==> config.mk <==
export PLATFORM = sky130hd
export DESIGN_NAME = commutation_timer
export DESIGN_NICKNAME = d
export VERILOG_FILES = /design/src/rtl/commutation_timer.sv
export SDC_FILE = /design/constraint.sdc
export NUM_CORES = 1
export LEC_CHECK = 0
export ABC_AREA = 1
export BUFFER_PORTS_ARGS = -buffer_cell sky130_fd_sc_hd__buf_2
export CAP_MARGIN = 10
export CELL_PAD_IN_SITES_DETAIL_PLACEMENT = 1
export CELL_PAD_IN_SITES_GLOBAL_PLACEMENT = 2
export CORE_ASPECT_RATIO = 0.8
export CORE_MARGIN = 2
export CORE_UTILIZATION = 34
export CTS_CLUSTER_SIZE = 16
export DETAILED_ROUTE_END_ITERATION = 6
export PLACE_DENSITY = 0.91
export SLEW_MARGIN = 0
export SYNTH_ARGS = -nofsm -noshare
export SYNTH_HDL_FRONTEND = slang
export SYNTH_SLANG_ARGS = --single-unit
==> constraint.sdc <==
create_clock -name clk -period 3.4 [get_ports clk]
set_input_delay 0.34 -clock clk [delete_from_list [all_inputs] [get_ports clk]]
set_output_delay 0.34 -clock clk [all_outputs]
set_load 0.01 [all_outputs]
==> src/rtl/commutation_timer.sv <==
module commutation_timer #(
  parameter int CW = 16,
  parameter int DW = 10
) (
  input  logic          clk,
  input  logic          rst_n,
  input  logic          pos_change,
  input  logic [2:0]    cfg_psc,
  input  logic [1:0]    cfg_edge,
  input  logic [2:0]    cfg_clr,
  input  logic          irq_en,
  input  logic          irq_ack,
  output logic [CW-1:0] count,
  output logic [CW-1:0] capture,
  output logic          irq
);
  localparam logic [CW-1:0] CMAX = {CW{1'b1}};

  logic [DW-1:0] div_cnt;
  logic [DW-1:0] lo_mask;
  logic [3:0]    kbit;
  logic          tick;
  logic [2:0]    clr_q;
  logic [2:0]    grp;
  logic [2:0]    grp_len;
  logic          clr_en;
  logic          cfg_moved;
  logic          evt;

  always_comb begin
    kbit    = {cfg_psc, 1'b0} - 4'd1;
    lo_mask = (DW'(1) << kbit) - DW'(1);
    case (cfg_psc)
      3'd0: tick = 1'b1;
      3'd1, 3'd2, 3'd3, 3'd4, 3'd5:
        tick = ((div_cnt & lo_mask) == lo_mask) &&
               (cfg_edge[1] || (cfg_edge[0] ? div_cnt[kbit] : !div_cnt[kbit]));
      default: tick = 1'b0;
    endcase
  end

  always_comb begin
    clr_en = 1'b1;
    case (cfg_clr)
      3'b110:  grp_len = 3'd1;
      3'b101:  grp_len = 3'd3;
      3'b100:  grp_len = 3'd6;
      default: begin grp_len = 3'd1; clr_en = 1'b0; end
    endcase
  end

  assign cfg_moved = (cfg_clr != clr_q);
  assign evt = pos_change && !cfg_moved && (grp == grp_len - 3'd1);

  always_ff @(posedge clk) begin
    if (!rst_n) begin
      div_cnt <= '0;
      clr_q   <= '0;
      grp     <= '0;
      count   <= '0;
      capture <= '0;
      irq     <= 1'b0;
    end else begin
      div_cnt <= div_cnt + DW'(1);
      clr_q   <= cfg_clr;
      if (cfg_moved)      grp <= '0;
      else if (evt)       grp <= '0;
      else if (pos_change) grp <= grp + 3'd1;
      if (evt) capture <= count;
      if (evt && clr_en)              count <= '0;
      else if (tick && count != CMAX) count <= count + CW'(1);
      if (evt && irq_en) irq <= 1'b1;
      else if (irq_ack)  irq <= 1'b0;
    end
  end

  p_step_r2: assert property (@(posedge clk) disable iff (!rst_n)
    !evt |=> (count == $past(count) || count == $past(count) + CW'(1)));

  p_no_overflow_r4: assert property (@(posedge clk) disable iff (!rst_n)
    (count == CMAX && !evt) |=> count == CMAX);

  p_capture_clear_r5: assert property (@(posedge clk) disable iff (!rst_n)
    (evt && clr_en) |=> (count == '0 && capture == $past(count)));

  p_keep_r7: assert property (@(posedge clk) disable iff (!rst_n)
    (evt && !clr_en) |=> capture == $past(count));

  p_irq_set_r8: assert property (@(posedge clk) disable iff (!rst_n)
    (evt && irq_en) |=> irq);

  p_irq_cause_r8: assert property (@(posedge clk) disable iff (!rst_n)
    !irq ##1 irq |-> $past(evt && irq_en));

  p_irq_ack_r9: assert property (@(posedge clk) disable iff (!rst_n)
    (irq_ack && !evt) |=> !irq);
endmodule

Word level (Yosys, flattened, before mapping) --
Index checks and enable logic that the tools add are counted.
Word-level totals: output and inout port bits 33, input port bits 13, logic and storage cells 51, bits in registers 49
Operators by class: multiplexer cells 8, reduce and logical (&&, ||, !) cells 15, bitwise operators 2, $add $sub $neg 6, $lt $le $gt $ge 1, equality and inequality tests 12, shift operators 1
Operator list (number):
- 16-bit by 1-bit adder with 16-bit output, second input constant | 1
- 16-bit != test, second input constant | 1
- 3-bit == test, second input constant | 5
- 10-bit by 1-bit adder with 10-bit output, second input constant | 1
- 10-bit bitwise AND | 1
- 10-bit == test | 1
- 1-bit by 4-bit left shift with 10-bit output, first input constant | 1
- 10-bit by 2-bit subtractor with 10-bit output, second input constant | 1
- 3-bit by 2-bit == test with 1-bit output, second input constant | 2
- 1-bit logical AND | 6
- 3-bit case mux with 2 select lines | 1
- 3-bit OR reduction | 2
- 4-bit by 5-bit less-than comparator with 1-bit output, second input constant | 1
- 1-bit two-way mux | 5
- 5-bit OR reduction | 1
- 1-bit binary-select mux with 4-bit select | 1
- 4-bit by 1-bit subtractor with 4-bit output, second input constant | 1
- 3-bit by 1-bit adder with 3-bit output, second input constant | 1
- 3-bit by 1-bit == test with 1-bit output, second input constant | 1
- 3-bit == test | 1
- 3-bit zero test | 1
- 3-bit != test | 1
- 3-bit by 1-bit subtractor with 3-bit output, second input constant | 1
- 1-bit zero test | 2
- other kinds (5) | 5

Longest topological paths before layout --
depth in word-level cells 9, gate-level depth with buffers 18, gate-level depth less buffers 18

Worst setup path after synthesis --
Ideal clock, no wire load.
kind input-to-reg, from input cfg_psc[1], to register count[10], data required time 3286 ps, setup time 114 ps, arrival time 2314 ps, setup slack 972 ps, buffers on the path 1, cell stages on the path 18, cells stage by stage inv_1 -> ha_1 -> ha_1 -> nand2_1 -> ha_1 -> inv_1 -> nor2_1 -> nor2_1 -> nand2_1 -> nor2_2 -> nand3_2 -> nor2_4 -> nand2_4 -> nand2_8 -> nand2_4 -> buf_6 -> nand2_1 -> a21oi_2
Between the ends: longest elaborated chain between the ends 9, elaborated cells on any way between the ends 20, those cells by class 2 x add/sub; 6 x eq/ne; 1 x shift; 4 x mux; 1 x bitwise; 6 x reduce/logical
Ends and longest elaborated chain:
- start, declared | line 8 | input logic [2:0] cfg_psc,
- branches (longest 7 deep; another with 10-bit by 2-bit subtractor with 10-bit output)
- 1-bit case mux with 2 select lines * | line 33 | case (cfg_psc)
- 1-bit logical AND * | line 71 | else if (tick && count != CMAX) count <= count + CW'(1);
- end signal, assigned | line 71
- end, declared | line 13 | output logic [CW-1:0] count,
Every way passes the cells marked *. The select of a mux whose other input is x is not followed. A chain may end at the register's enable or synchronous reset.

Worst setup path after layout --
from input cfg_psc[0], to register count[4]
The elaborated chain is that of the path after synthesis.

==> results.md <==
- Setup Buffers After CTS: 0
- Number of clock sinks: 49
- Global-route wire length before repair: 11900 um
- Final period utilization: around three quarters
- Floorplan core area: 7500 sq um
- Launching element type of the critical path: input pin
- Run status: completed
- Flip-flop and latch count after synthesis: 49
- Signed area change from the synthesized netlist to the final layout: 15.2%
- Count of vias placed by the detailed router: 2496
- Die area: approximately 8600 sq um
- Final hold violation count: 0
- Crit path arrival time: between 2 and 3 ns
- Final weighted congestion in routability-driven placement: 0.843
- Peak fanout along the critical path: 17
- Boundary Pins: 46
- Launching instance or port of the critical path: cfg_psc[0]
- Distinct cell type count of the synthesized netlist: 35
- Inserted Diodes: 0
- Number of synthesized flops with an enable pin: 0
- Count of input and output buffers: 45
- DP HPWL: 5290 um
- Worst hold slack: ~0.24 ns
- Most common cell in the synthesized netlist: nand2_1
- Utilization after layout: roughly two fifths
- Number of slew-limit violations in the final report: 0
- Most area-hungry cell type in the Yosys netlist: dfxtp_1
- Area fraction of the dominant cell type after synthesis: 36.8%
- Cts-stage hold buffer count: 0
- Type of the worst setup path: in2reg
- Depth of the worst hold-timing path: 3
- Post-Route Skew: 0.00634 ns
- DR vias/cell: about 4.9
- CTS tree: yes
- Total power of the final layout: 1.15 mW
- Number of DRC violations after detailed routing: 0
- FF-to-FF Start: count[0]
- Max cap viols: 0
- Via count of the first global-routing pass: 2520
- Max Clk Rate: 386 MHz
- Share of synthesized registers carrying an async set or reset: 0%
- Number of warnings issued by yosys: 0
- Final number of setup-violating endpoints: 0
- Clock root buffer: clkbuf_8
- Aggregate global routing overflow: 0
- Required time of the critical path: 3.58 ns
- Initial Utilization: 35.5%
- Cell Rows: 28
- Worst-Margin Slew: 0.526 ns
- Kind of path behind the tightest hold check: in2reg
- Detailed router's first-iteration violation count: 100
- Static power due to leakage: 1.38 nW
- Power per unit of standard cell area: 375 nW/um^2
- Primary FF master, synth: dfxtp_1
- Most frequent cells after synthesis: nand2_1 (66), dfxtp_1 (49), inv_1 (42), nor2_1 (41), a21oi_1 (34)
- Post-CTS resize count: 0
- CTS buffer count: 5
- Shortest period the worst path allows: 2.59 ns
- Number of buffers on the longest clock path: 2
- Fill cell instance count of the final layout: 1005
- Synthesized netlist cell count: 360
- Seq/Total Area, Yosys: 36.8%
- Width of the chip: just over 100 um
- Share of final-layout standard cells stronger than drive strength 1: 18.8%
- Register-to-Register Path Depth: 7
- Maximum number of pins on one net before global-route repair: 29
- Post-synthesis instance area: 2670 sq um
- Placed Instance Area: 2960 sq um
- Nets@finish: 429
- Total negative setup slack: 0 ns
- Wire length reported by the detailed router: 7020 um
- Slew HR: 64.9%
- Max VDD drop: 0.156 mV
- Ranking of synthesized cells by area: dfxtp_1 (37%), nand2_1 (9.3%), a21oi_1 (6.4%)
- Reg-to-reg setup timing slack: 1.20 ns
- Antenna violations before repair: 0
- Reg-to-reg endpoint: count[4]
- Crit path capture type: flop
- Total global routing track utilization: 17.3%
- H-tree Lvls: 2
- Clk slew on worst S/H paths: 0.09 ns
- Post-route ant nets: 0
- Mean Syn Cell Area: 7.40 sq um
- Total iterations of the first detailed-routing run: 4
- Crit path to: count[4]
- Worst-skew pair later-pin latency: ~0.31 ns
- Final cell area excluding filler cells: 3070 sq um
- Average wire length per cell after detail routing: between 10 and 15 um
- Synthesized Nets: 385
- Launch instance of the worst min-delay path: cfg_clr[2]
- Unrepaired setup endpoints after global routing: no
- Chip height: 83.2 um
-- routing by layer --
layer / share of wire (%) / track usage [%] / routed length, um
met5: 0 / 0 / 0
met3: 3.6 / 3.45 / 252
met1: 49 / 23.6 / 3460
met4: 1.9 / 5.74 / 131
met2: 45 / 27.3 / 3180
-- sequential cells by signal (all words and copies together) (netlist names) --
name,cells
capture,16
count,16
div_cnt,10
clr_q,3
grp,3
irq,1
-- power by group --
part           total [mW]  internal (mW)  switching, mW  leakage, nW
Sequential          0.598          0.588        0.00982        0.397
Clock               0.428          0.221          0.207       0.0554
Combinational       0.127         0.0450         0.0815        0.927
-- how the worst min path moves through the flow --
stage	to	slack, ns
after global placement	irq	0.45
after detailed placement	irq	0.46
final	clr_q[2]	0.24
after CTS	clr_q[2]	0.24
after floorplan	div_cnt[0]	0.43
after global routing	clr_q[2]	0.26
-- layout make-up --
cell class | count | area [sq um] | area share [%]
Sequential cell | 49 | 981 | 32.0
Clock inverter | 2 | 38.8 | 1.26
Clock buffer | 6 | 72.6 | 2.36
Tap cell | 105 | 131 | 4.28
Timing Repair Buffer | 45 | 225 | 7.34
Inverter | 44 | 165 | 5.38
Multi-Input combinational cell | 259 | 1460 | 47.4
-- worst max-delay path: stages --
cell     delay [ns]
buf_2          0.17
inv_2          0.08
ha_1           0.22
ha_1           0.40
nand2_1        0.15
ha_1           0.25
inv_1          0.12
nor2_1         0.05
nor2_1         0.08
nand2_1        0.07
nor2_2         0.12
nand3_2        0.09
nor2_4         0.11
nand2_4        0.07
nand2_8        0.12
nand2_4        0.14
nand2_1        0.10
a21oi_1        0.07
-- logic make-up after synthesis --
logic type	share of synthesized area, %
AOI/OAI and AO/OA	11.8
adders and majority gates	5.63
and+or+nand+nor	30.9
DFF	36.8
buffers and inverters	8.59
xor gates and xnor gates	5.92
muxes	0.376
-- per-stage QoR --
| stage | cells | worst slack (ns) |
|---|---|---|
| floorplan | 360 | 0.972 |
| global placement | 502 | 0.620 |
| detailed placement | 502 | 0.475 |
| CTS | 510 | 0.785 |
| global route | 510 | 0.572 |
| finish | 510 | 0.811 |
-- cell usage in the layout, fill, tap and decap left out, drive strengths merged --
cell	count
nand4	5
a21oi	37
nor3	12
xor2	11
ha	12
o21ai	19
nand2	71
bufinv	1
nand3	34
mux2i	1
o31ai	1
or2	1
xnor2	7
nor2	44
buf	45
o211ai	1
inv	44
clkbuf	6
clkinv	1
nor4	2
dfxtp	49
o21a	1
Note: power is estimated with default switching activity, not from simulation.
